--- config.mk ---
export PLATFORM = sky130hd
export DESIGN_NAME = rtc_periodic_tick
export DESIGN_NICKNAME = d
export VERILOG_FILES = /design/src/rtl/rtc_tick_pkg.sv /design/src/rtl/rtc_interval_timer.sv /design/src/rtl/rtc_second_accum.sv /design/src/rtl/rtc_periodic_tick.sv
export SDC_FILE = /design/constraint.sdc
export NUM_CORES = 1
export LEC_CHECK = 0
export ABC_AREA = 1
export BUFFER_PORTS_ARGS = -buffer_cell sky130_fd_sc_hd__buf_2
export CAP_MARGIN = 40
export CORE_ASPECT_RATIO = 1.2
export CORE_MARGIN = 3
export CORE_UTILIZATION = 39
export DETAILED_ROUTE_END_ITERATION = 6
export PLACE_DENSITY = 0.71
export SYNTH_ARGS = -nofsm -noshare
export SYNTH_HDL_FRONTEND = slang
export SYNTH_SLANG_ARGS = --single-unit
--- constraint.sdc ---
create_clock -name clk -period 2.2 [get_ports clk]
set_input_delay 0.22 -clock clk [delete_from_list [all_inputs] [get_ports clk]]
set_output_delay 0.22 -clock clk [all_outputs]
set_load 0.05 [all_outputs]
--- src/rtl/rtc_tick_pkg.sv ---
package rtc_tick_pkg;

    typedef enum logic {
        ST_IDLE = 1'b0,
        ST_RUN  = 1'b1
    } tick_state_e;

endpackage

--- src/rtl/rtc_interval_timer.sv ---
module rtc_interval_timer
    import rtc_tick_pkg::*;
#(
    parameter int INTERVAL_W = 32
) (
    input  logic                  clk,
    input  logic                  rst_n,
    input  logic                  load_valid,
    input  logic [INTERVAL_W-1:0] load_value,
    output logic                  expire,
    output logic                  irq
);

    localparam logic [INTERVAL_W-1:0] ONE = INTERVAL_W'(1);

    tick_state_e           state_q, state_d;
    logic [INTERVAL_W-1:0] cnt_q;
    logic [INTERVAL_W-1:0] period_q;
    logic                  irq_q;

    // next-state decode
    always_comb begin
        state_d = state_q;
        unique case (state_q)
            ST_IDLE: if (load_valid && load_value != '0) state_d = ST_RUN;  // start
            ST_RUN:  if (load_valid && load_value == '0) state_d = ST_IDLE; // stop
            default: state_d = ST_IDLE;
        endcase
    end

    // output decode: a load in the same cycle wins over expiry
    always_comb begin
        expire = (state_q == ST_RUN) && !load_valid && (cnt_q == '0);
    end

    always_ff @(posedge clk) begin
        if (!rst_n) begin
            state_q  <= ST_IDLE;
            cnt_q    <= '0;
            period_q <= '0;
            irq_q    <= 1'b0;
        end else begin
            state_q <= state_d;
            irq_q   <= expire;
            if (load_valid) begin
                period_q <= load_value;
                cnt_q    <= load_value - ONE;
            end else if (expire) begin
                cnt_q <= period_q - ONE;
            end else if (state_q == ST_RUN) begin
                cnt_q <= cnt_q - ONE;
            end
        end
    end

    assign irq = irq_q;


    irq_single_cycle_chk: assert property (@(posedge clk) disable iff (!rst_n)
        (irq_q && period_q != ONE) |=> !irq_q);


    idle_silent_chk: assert property (@(posedge clk) disable iff (!rst_n)
        (load_valid && load_value == '0) |=> ##1 !irq_q);

endmodule

--- src/rtl/rtc_second_accum.sv ---
module rtc_second_accum #(
    parameter int TICKS_PER_SEC = 1024,
    parameter int SEC_MOD       = 60,
    localparam int CW = $clog2(TICKS_PER_SEC),
    localparam int SW = $clog2(SEC_MOD)
) (
    input  logic          clk,
    input  logic          rst_n,
    input  logic          tick,
    output logic [CW-1:0] irq_count,
    output logic [SW-1:0] seconds
);

    localparam logic [CW-1:0] CNT_LAST = CW'(TICKS_PER_SEC - 1);
    localparam logic [SW-1:0] SEC_LAST = SW'(SEC_MOD - 1);

    logic [CW-1:0] cnt_q;
    logic [SW-1:0] sec_q;

    always_ff @(posedge clk) begin
        if (!rst_n) begin
            cnt_q <= '0;
            sec_q <= '0;
        end else if (tick) begin
            if (cnt_q == CNT_LAST) begin
                cnt_q <= '0;
                sec_q <= (sec_q == SEC_LAST) ? '0 : sec_q + 1'b1;
            end else begin
                cnt_q <= cnt_q + 1'b1;
            end
        end
    end

    assign irq_count = cnt_q;
    assign seconds   = sec_q;


    count_step_chk: assert property (@(posedge clk) disable iff (!rst_n)
        (tick && cnt_q != CNT_LAST) |=> (cnt_q == CW'($past(cnt_q) + 1'b1)) && $stable(sec_q));


    hold_without_tick_chk: assert property (@(posedge clk) disable iff (!rst_n)
        !tick |=> ($stable(cnt_q) && $stable(sec_q)));


    second_roll_chk: assert property (@(posedge clk) disable iff (!rst_n)
        (tick && cnt_q == CNT_LAST) |=> (cnt_q == '0) && (sec_q != $past(sec_q)));


    sec_range_chk: assert property (@(posedge clk) disable iff (!rst_n)
        sec_q <= SEC_LAST);

endmodule

--- src/rtl/rtc_periodic_tick.sv ---
module rtc_periodic_tick #(
    parameter int INTERVAL_W    = 32,
    parameter int TICKS_PER_SEC = 1024,
    parameter int SEC_MOD       = 60,
    localparam int CW = $clog2(TICKS_PER_SEC),
    localparam int SW = $clog2(SEC_MOD)
) (
    input  logic                  clk,
    input  logic                  rst_n,
    input  logic                  load_valid,
    input  logic [INTERVAL_W-1:0] load_value,
    output logic                  irq,
    output logic [SW-1:0]         seconds,
    output logic [CW-1:0]         irq_count
);

    logic expire;

    rtc_interval_timer #(
        .INTERVAL_W (INTERVAL_W)
    ) u_timer (
        .clk        (clk),
        .rst_n      (rst_n),
        .load_valid (load_valid),
        .load_value (load_value),
        .expire     (expire),
        .irq        (irq)
    );

    rtc_second_accum #(
        .TICKS_PER_SEC (TICKS_PER_SEC),
        .SEC_MOD       (SEC_MOD)
    ) u_accum (
        .clk       (clk),
        .rst_n     (rst_n),
        .tick      (expire),
        .irq_count (irq_count),
        .seconds   (seconds)
    );


    irq_on_roll_chk: assert property (@(posedge clk) disable iff (!rst_n)
        (irq && $changed(seconds)) |-> (irq_count == '0));

endmodule

==> flow_summary.json, run 1 <==
{
  "status": "finished with violations",
  "violations": "negative setup slack",
  "die_h_um": 133,
  "rsz0062_at_grt": "true",
  "placedCellCount": 1113,
  "synth_edf_count": 0,
  "worstPathMaxFanout": 4,
  "yosysTopAreaCellShare": 0.315,
  "syn_avg_cell_area_um2": 6.19,
  "drc": 0,
  "grt_max_degree": 50,
  "ioPinCount": 52,
  "insertedDiodeCount": 0,
  "coreArea_mm2": 0.0128,
  "p_per_area_mw_per_mm2": 622,
  "critPathSlowestCell": "dfxtp_1",
  "grt_pass1_wl_um": 26500,
  "vias": 6219,
  "synthTopCellsByCount": "212 x nand2_1, 135 x inv_1, 82 x dfxtp_1, 79 x nor2_1, 74 x a21oi_1",
  "clk_pin_slew_ns": 0.07,
  "fmaxAchievable_mhz": 390,
  "ant_nets": 0,
  "area_delta_synth_final_pct": 44.3,
  "port_buffers": 51,
  "p_leak_nw": 3.65,
  "grt_pass1_vias": 5693,
  "critPathMaxStageDelay_ns": 0.32,
  "die-area_mm2": 0.0148,
  "viasPerCell": 5.32,
  "grt_overflow": 0,
  "post-route-period-util": 1.16,
  "crit_chain": "nor2_2, nand3_2, nor2_4, buf_6, nand4_1, nand3_2, nand2_2, inv_2, ha_4, nand3_4, nor2_4, inv_4, nor2_4, buf_4, buf_6, xnor2_2, a21oi_1",
  "cts_buffers": 9,
  "syn_area_mm2": 0.00520,
  "yosys.area.top_type": "dfxtp_1",
  "final.min_clock_period_ns": 2.56,
  "layout_setup_ws_ns": -0.362,
  "synth_seq_cells": 82,
  "final_util": 0.585,
  "critPathRequiredTime_ns": 2.43,
  "slew_violations": 0,
  "tightestPinTransition_ns": 0.588,
  "gp_congestion": 0.922,
  "cts_tree": "yes",
  "hp-class": "input port to flip-flop",
  "synth.most_common_cell": "nand2_1",
  "synth_ff_type": "dfxtp_1",
  "drive_gt1_frac": 0.368,
  "yosys_warnings": 0,
  "root_buffer": "clkbuf_16",
  "arrival_ns": 2.79,
  "n_fill_cell": 1136,
  "async_flop_share": 0,
  "clkSinkCount": 82,
  "synth_cell_types": 37,
  "instances_no_fill": 1168,
  "maxCapViolations": 0,
  "skew_ns": 0.0102,
  "nNetsFinal": 1037,
  "ir_worst_vdd_mv": 0.400,
  "htree_levels": 3,
  "die_w_um": 111,
  "worstSetupPathType": "flip-flop to flip-flop",
  "startpoint_type": "flip-flop",
  "syn_nets": 879,
  "setup_viol": 28,
  "antenna_found_initial": 0,
  "row_count": 45,
  "clockBufferDepth": 2,
  "timing.final.hold_violations": 0,
  "start_util": 0.405,
  "hpwl_um": 11400,
  "synthTopCellsByArea": "dfxtp_1 32%, nand2_1 15%, inv_1 9.7%, a21oi_1 7.1%, nand3_1 6.3%",
  "drt_iter0_markers": 588,
  "syn_inst": 841,
  "dr.pass1.iters": 7,
  "cpMostUsedCell": "nor2_4",
  "drt-wirelength-per-cell_um": 15.6,
  "relSlewSlack": 0.604,
  "worst_setup_path_end_kind": "flip-flop",
  "clock_latency_ns": 0.36,
  "path_buf_inv": 5,
  "drt_wl_total_um": 18200,
  "synth-seq-area-share": 0.315,
  "cpLargestDelayFamily": "simple AND/OR/NAND/NOR gates",
  "track_usage": 0.219
}
[report_power, final]
| part | total (W) | internal, W | switching [W] |
|---|---|---|---|
| Combinational | 0.00126 | 0.000531 | 0.000729 |
| Clock | 0.00178 | 0.00111 | 0.000666 |
| Sequential | 0.00163 | 0.00158 | 0.0000543 |
[placed cells by master (no fill, tap or decap), types with 3 or more instances in the layout]
master	instances
o21ai_2	7
buf_6	10
dfxtp_1	67
nand4_1	34
nor4_1	8
nand3_1	53
buf_12	8
nand3_2	12
buf_4	109
o21ai_0	23
bufinv_16	3
clkbuf_16	12
nand3_4	3
a221oi_1	3
nand2_4	11
dfxtp_2	15
nor3_1	6
nor2_4	27
nand2_2	40
a21oi_2	5
o21ai_1	8
a21oi_1	69
buf_2	51
a31oi_1	3
nor2_2	27
nor2_1	43
nand2_1	176
inv_2	15
xor2_1	6
inv_1	123
[worst paths after layout]
check,from,end,slack [ns],depth (start not counted)
setup / recovery,u_timer.cnt_q[7],u_timer.cnt_q[6],-0.36,17
hold / removal,load_value[23],u_timer.period_q[23],0.16,3
setup reg to reg,u_timer.cnt_q[7],u_timer.cnt_q[6],-0.36,17
hold reg to reg,u_timer.period_q[19],u_timer.period_q[19],0.46,2
[what timing repair did]
action / CTS / global route
setup buffers: 23 / 14
hold buffers: 0 / 0
cloned: 1 / 3
pin swaps: 47 / 45
endpoints found under the setup margin: 25 / 33
resized for setup: 82 / 82
[state kept, by name, summed over array words and instances (netlist names), named ones only]
name               count
u_accum.irq_count     10
u_timer.period_q      32
u_accum.seconds        6
u_timer.cnt_q         32
u_timer.irq            1
[stage by stage]
stage	hold slack [ns]	total power (W)	TNS, ns	setup slack [ns]	cell area [um^2]
6_report	0.156	0.00467	-7.24	-0.362	7510
5_1_grt	0.179	0.00485	-10.14	-0.473	7510
4_1_cts	0.155	0.00450	-1.21	-0.110	7090
3_5_place_dp	0.452	0.00260	-4.07	-0.282	6280
3_3_place_gp	0.446	0.00259	-3.24	-0.215	6280
2_1_floorplan	0.358	0.00222	-0.0536	-0.0274	5250
[layout make-up]
cell class	count	area, um^2	share of cell area
well taps	164	205	0.0273
multi-input cells	581	3300	0.440
repair buffers	182	1450	0.193
inverters	143	549	0.0731
clock inverters	6	114	0.0152
flip-flops and latches	82	1660	0.221
clock buffers	10	229	0.0305
[tightest hold or removal path: cells and delay by family]
kind,cells,cell delay (ns)
AO/OA/AOI/OAI,1,0.06
buffers and inverters,1,0.10
AND/OR/NAND/NOR,1,0.08
[logic make-up (layout without fill, tap and decap cells)]
logic type | Yosys count | count (layout) | synth area share
AND/OR/NAND/NOR | 446 | 446 | 0.398
buffers and inverters | 178 | 341 | 0.141
AO/OA/AOI/OAI | 123 | 123 | 0.124
flip-flops | 82 | 82 | 0.315
XOR/XNOR | 9 | 9 | 0.0151
adder cells (fa/ha/maj) | 3 | 3 | 0.00721
[routing by layer]
layer / up-vias / GRT usage / routed length [um]
li1: 3003 / - / -
met1: 2899 / 0.258 / 7260
met2: 242 / 0.382 / 8980
met3: 75 / 0.0457 / 1120
met4: 0 / 0.0987 / 824
met5: - / 0 / 0
(Power assumes the default switching activity.)
==> run 2, diff against run 1 <==
--- a/config.mk
+++ b/config.mk
@@ -7,12 +7,12 @@
 export LEC_CHECK = 0
 export ABC_AREA = 1
 export BUFFER_PORTS_ARGS = -buffer_cell sky130_fd_sc_hd__buf_2
-export CAP_MARGIN = 40
 export CORE_ASPECT_RATIO = 1.2
 export CORE_MARGIN = 3
 export CORE_UTILIZATION = 39
 export DETAILED_ROUTE_END_ITERATION = 6
 export PLACE_DENSITY = 0.71
+export SETUP_SLACK_MARGIN = 0.4
 export SYNTH_ARGS = -nofsm -noshare
 export SYNTH_HDL_FRONTEND = slang
 export SYNTH_SLANG_ARGS = --single-unit
==> flow_summary.json, run 2 (same netlist as run 1, synthesis figures left out) <==
{
  "startpoint_type": "flip-flop",
  "clock_latency_ns": 0.35,
  "die-area_mm2": 0.0148,
  "dr.pass1.iters": 6,
  "drive_gt1_frac": 0.361,
  "tightestPinTransition_ns": 0.664,
  "gp_congestion": 0.914,
  "insertedDiodeCount": 0,
  "grt_overflow": 0,
  "rsz0062_at_grt": "true",
  "root_buffer": "clkbuf_16",
  "critPathRequiredTime_ns": 2.44,
  "area_delta_synth_final_pct": 42.5,
  "maxCapViolations": 0,
  "placedCellCount": 1105,
  "relSlewSlack": 0.557,
  "n_fill_cell": 1178,
  "layout_setup_ws_ns": -0.321,
  "timing.final.hold_violations": 0,
  "p_leak_nw": 3.51,
  "tns_ns": -5.29,
  "die_w_um": 111,
  "violations": "negative setup slack",
  "setup_viol": 28,
  "skew_ns": 0.00854,
  "start_util": 0.405,
  "viasPerCell": 5.14,
  "clockBufferDepth": 2,
  "p_int_w": 0.00309,
  "mostFrequentLayoutCells": "173 x nand2_1, 119 x inv_1, 84 x buf_4",
  "hp-class": "input port to flip-flop",
  "arrival_ns": 2.77,
  "die_h_um": 133,
  "worstPathMaxFanout": 5,
  "final_common_cell": "nand2_1",
  "fmaxAchievable_mhz": 397,
  "post-route-period-util": 1.15,
  "p_per_area_mw_per_mm2": 606,
  "vias": 5896,
  "drt-wirelength-per-cell_um": 14.9,
  "status": "finished with violations",
  "grt_max_degree": 56,
  "ir_worst_vdd_mv": 0.294,
  "pwr-share-clk": 0.372,
  "seqPwrFrac": 0.360,
  "slew_violations": 0,
  "combPwrFrac": 0.268,
  "ant_nets": 0,
  "instances_no_fill": 1147,
  "rrSetupSlack_ns": -0.32,
  "drc": 0,
  "grt_pass1_vias": 5573,
  "ioPinCount": 52,
  "worst_setup_path_end_kind": "flip-flop",
  "netSwitchingPower_w": 0.00141,
  "drt_wl_total_um": 17100,
  "htree_levels": 3,
  "port_buffers": 51,
  "row_count": 45,
  "worstSetupPathType": "flip-flop to flip-flop",
  "drt_iter0_markers": 370,
  "antenna_found_initial": 0,
  "p_sw_frac": 0.313,
  "hpwl_um": 11300,
  "cts_buffers": 9,
  "clkSinkCount": 82,
  "grt_pass1_wl_um": 26400,
  "nNetsFinal": 1016,
  "final.min_clock_period_ns": 2.52,
  "coreArea_mm2": 0.0128,
  "cts_tree": "yes",
  "track_usage": 0.218,
  "clk_pin_slew_ns": 0.06
}
## run 2: worst max-delay path, cell delays in order (launching register included)
cell and delay (ns):
dfxtp_2 0.33, inv_2 0.06, nand2_2 0.05, nor2_2 0.12
buf_4 0.13, nand2_4 0.07, nor2_4 0.23, clkbuf_16 0.20
nand4_1 0.08, nand3_1 0.10, nand2_2 0.11, nor2_2 0.16
buf_4 0.12, nand2_1 0.10, nor2_1 0.15, nand2_1 0.09
o21ai_1 0.13, nand3_1 0.08, nand2_1 0.07, inv_1 0.04
## run 2: layout make-up
class	count	area (um^2)	area share
clock buffer	9	225	0.0304
clock inverter	7	101	0.0137
inverter	143	552	0.0744
multi-input combinational	582	3340	0.450
sequential	82	1660	0.224
tap	164	205	0.0277
timing repair buffer	160	1340	0.180
## run 2: worst paths after layout
path / cells after the start / endpoint / startpoint
worst max-delay path: 19 / u_timer.cnt_q[28] / u_timer.cnt_q[16]
worst min-delay path: 3 / u_timer.period_q[26] / load_value[26]
worst max register to register: 19 / u_timer.cnt_q[28] / u_timer.cnt_q[16]
worst min register to register: 2 / u_timer.period_q[20] / u_timer.period_q[20]
## run 2: layer usage
metal  routed length (um)  GRT usage  vias up
met5                    0          0        -
met4                  647     0.0967        0
met3                  729     0.0375       39
met2                 8620      0.388      157
met1                 7070      0.254     2736
li1                     -          -     2964
## run 2: what timing repair did
action,in CTS,in global routing
hold buffers,0,0
cloned,2,4
gates resized for setup,69,83
pin swaps,18,58
buffers inserted,13,7
endpoints found under the setup margin,46,46
## run 2: per-stage QoR
step | worst slack [ns] | util | hold slack [ns] | total power, W | area, um^2
2_1_floorplan | -0.0253 | - | 0.358 | 0.00223 | 5330
5_1_grt | -0.445 | 0.578 | 0.183 | 0.00469 | 7420
3_5_place_dp | -0.257 | 0.490 | 0.452 | 0.00262 | 6290
6_report | -0.321 | 0.578 | 0.167 | 0.00449 | 7420
3_3_place_gp | -0.224 | 0.490 | 0.446 | 0.00261 | 6290
4_1_cts | -0.156 | 0.547 | 0.161 | 0.00440 | 7030
## run 2: power by group through the flow
stage               clock network, W  logic [W]  registers [W]
detailed placement                 0   0.000976        0.00164
global placement                   0   0.000967        0.00164
finish                       0.00167    0.00120        0.00162
global route                 0.00174    0.00132        0.00163
CTS                          0.00169    0.00110        0.00161
floorplan                          0   0.000599        0.00163
==> run 3, diff against run 2 <==
--- a/config.mk
+++ b/config.mk
@@ -11,8 +11,9 @@
 export CORE_MARGIN = 3
 export CORE_UTILIZATION = 39
 export DETAILED_ROUTE_END_ITERATION = 6
-export PLACE_DENSITY = 0.71
+export PLACE_DENSITY = 0.7
 export SETUP_SLACK_MARGIN = 0.4
 export SYNTH_ARGS = -nofsm -noshare
 export SYNTH_HDL_FRONTEND = slang
+export SYNTH_HIERARCHICAL = 1
 export SYNTH_SLANG_ARGS = --single-unit
==> flow_summary.json, run 3 <==
{
  "layout_setup_ws_ns": -0.349,
  "place_area_mm2": 0.00683,
  "worstHoldStart": "load_value[31]",
  "synth.most_common_cell": "nand2_1",
  "clk_pin_slew_ns": 0.07,
  "grt_max_degree": 44,
  "final_common_cell": "nand2_1",
  "tns_ns": -8.12,
  "critPathRequiredTime_ns": 2.50,
  "rsz0062_at_grt": "true",
  "p_leak_nw": 4.01,
  "grt_overflow": 0,
  "async_flop_share": 0,
  "reg2reg_depth": 20,
  "drt_iter0_markers": 528,
  "cts_buffers": 9,
  "timing.final.hold_violations": 0,
  "setup_viol": 42,
  "startpoint_type": "flip-flop",
  "die_w_um": 114,
  "critPathSlowestCell": "dfxtp_2",
  "syn_nets": 948,
  "grt_pass1_vias": 6239,
  "worstHoldPathCells": 3,
  "synth_seq_cells": 82,
  "antenna_found_initial": 0,
  "r2r-start": "u_timer/cnt_q[16]",
  "nNetsFinal": 1147,
  "postCtsHoldBufs": 0,
  "port_buffers": 51,
  "synth_fa_ha_area_frac": 0.00682,
  "yosysTopAreaCellShare": 0.298,
  "p_per_area_mw_per_mm2": 576,
  "syn_inst": 910,
  "drt-wirelength-per-cell_um": 15.7,
  "crit_chain": "inv_2, nand2_2, nor2_4, nand2_4, nor2_8, buf_4, buf_6, buf_6, nand4_1, nand3_1, nand2_2, inv_2, nand2_1, nor2_1, nand2_1, nor2_4, nand3_1, nand3_1, nand2_1, inv_1",
  "insertedDiodeCount": 0,
  "relSlewSlack": 0.613,
  "drc": 0,
  "design_area_mm2": 0.00826,
  "synth_edf_count": 0,
  "status": "finished with violations",
  "hp-class": "input port to flip-flop",
  "placedCellCount": 1210,
  "critPathMaxStageDelay_ns": 0.34,
  "cts_tree": "yes",
  "synthSimpleGateAreaFrac": 0.452,
  "drt_wl_total_um": 20100,
  "worst_setup_path_end_kind": "flip-flop",
  "area_delta_synth_final_pct": 50.0,
  "startpoint": "u_timer/cnt_q[16]",
  "skew_ns": 0.0130,
  "synth_ff_type": "dfxtp_1",
  "die_h_um": 136,
  "rrSetupSlack_ns": -0.35,
  "track_usage": 0.248,
  "ioPinCount": 52,
  "grt_pass1_wl_um": 30300,
  "synth-compound-area-share": 0.0961,
  "coreArea_mm2": 0.0135,
  "syn_area_mm2": 0.00551,
  "synthTopCellsByArea": "dfxtp_1 30%, nand2_1 17%, inv_1 8.9%, nand3_1 6.6%, nor2_1 6.3%",
  "htree_levels": 3,
  "vias": 6783,
  "violations": "negative setup slack",
  "worstPathMaxFanout": 7,
  "synth_cell_types": 38,
  "synth_xor_area_frac": 0.00795,
  "hold_end": "u_timer/period_q[31]",
  "clockBufferDepth": 2,
  "start_util": 0.407,
  "n_fill_cell": 1161,
  "yosys.area.top_type": "dfxtp_1",
  "tightestPinTransition_ns": 0.577,
  "fmaxAchievable_mhz": 392,
  "row_count": 46,
  "final.min_clock_period_ns": 2.55,
  "power.total_w": 0.00476,
  "clkSinkCount": 82,
  "mostFrequentLayoutCells": "210 x nand2_1, 136 x buf_4, 114 x inv_1",
  "hpwl_um": 13500,
  "instances_no_fill": 1282,
  "synthTopCellsByCount": "252 x nand2_1, 131 x inv_1, 92 x nor2_1, 82 x dfxtp_1, 73 x nand3_1",
  "viasPerCell": 5.29,
  "ir_worst_vdd_mv": 0.430,
  "ant_nets": 0,
  "syn_avg_cell_area_um2": 6.05,
  "slew_violations": 0,
  "synth_top_family_by_area": "simple AND/OR/NAND/NOR gates",
  "dr.pass1.iters": 5,
  "maxCapViolations": 0,
  "arrival_ns": 2.85,
  "post-route-period-util": 1.16,
  "synth-seq-area-share": 0.298,
  "drive_gt1_frac": 0.386,
  "yosys_warnings": 6,
  "clock_latency_ns": 0.36,
  "synthMuxAreaShare": 0,
  "die-area_mm2": 0.0156,
  "gp_congestion": 1.03,
  "root_buffer": "clkbuf_16",
  "r2r-end": "u_timer/cnt_q[17]",
  "worstSetupPathType": "flip-flop to flip-flop"
}
==> run 3: cell count changes after synthesis, sizes merged, moves of 6 or more <==
cell,previous run,this run
nand4,36,45
nor2,99,118
nand3,68,82
o21ai,38,28
a21oi,74,65
inv,142,148
nand2,227,264
==> run 3: what timing repair did <==
item / in CTS / in global routing
resized for setup: 131 / 45
endpoints found under the setup margin: 47 / 49
gates cloned: 6 / 0
buffers inserted: 28 / 22
pin swaps: 58 / 30
==> run 3: cell type report <==
class,count,area (um^2),share of cell area
repair buffers,223,1830,0.222
well taps,168,210,0.0255
flip-flops and latches,82,1650,0.200
clock inverters,7,106,0.0129
clock buffers,9,225,0.0273
multi-input cells,640,3640,0.441
inverters,153,591,0.0715
==> run 3: critical path: cells and delay by family, from the launching register on <==
kind          cells  cell delay, ns
buf+inv           6            0.57
flops             1            0.34
simple gates     14            1.56
==> run 3: kinds of logic after synthesis <==
| family | after synthesis |
|---|---|
| AOI/OAI and AO/OA | 102 |
| xor gates and xnor gates | 5 |
| adders and majority gates | 3 |
| buffers and inverters | 190 |
| DFF | 82 |
| and+or+nand+nor | 528 |
==> run 3: report_power, final <==
part / internal (W) / switching (W)
sequential: 0.00157 / 0.0000544
combinational: 0.000608 / 0.000797
clock: 0.00102 / 0.000708
total: 0.00320 / 0.00156
==> run 3: how the worst max path moves through the flow <==
stage	to	slack, ns	cells past startpoint
floorplan	u_timer/cnt_q[26]	0.02	19
global placement	u_timer/cnt_q[19]	-0.27	18
detailed placement	u_timer/cnt_q[19]	-0.31	18
CTS	u_timer/cnt_q[26]	-0.16	17
global route	u_timer/cnt_q[18]	-0.44	18
finish	u_timer/cnt_q[17]	-0.35	20
==> run 3: through the flow <==
step,worst slack [ns],hold slack [ns],util
2_1_floorplan,0.0209,0.358,-
3_3_place_gp,-0.266,0.449,0.505
3_5_place_dp,-0.305,0.453,0.505
4_1_cts,-0.161,0.136,0.587
5_1_grt,-0.439,0.152,0.611
6_report,-0.349,0.137,0.611
==> run 3: layer usage <==
metal	vias to the layer above	wire length, um	part of all wire	GRT usage
li1	3314	-	-	-
met1	3101	7990	0.40	0.293
met2	276	9870	0.49	0.422
met3	92	1160	0.058	0.0405
met4	0	1110	0.055	0.141
met5	-	0	0	0
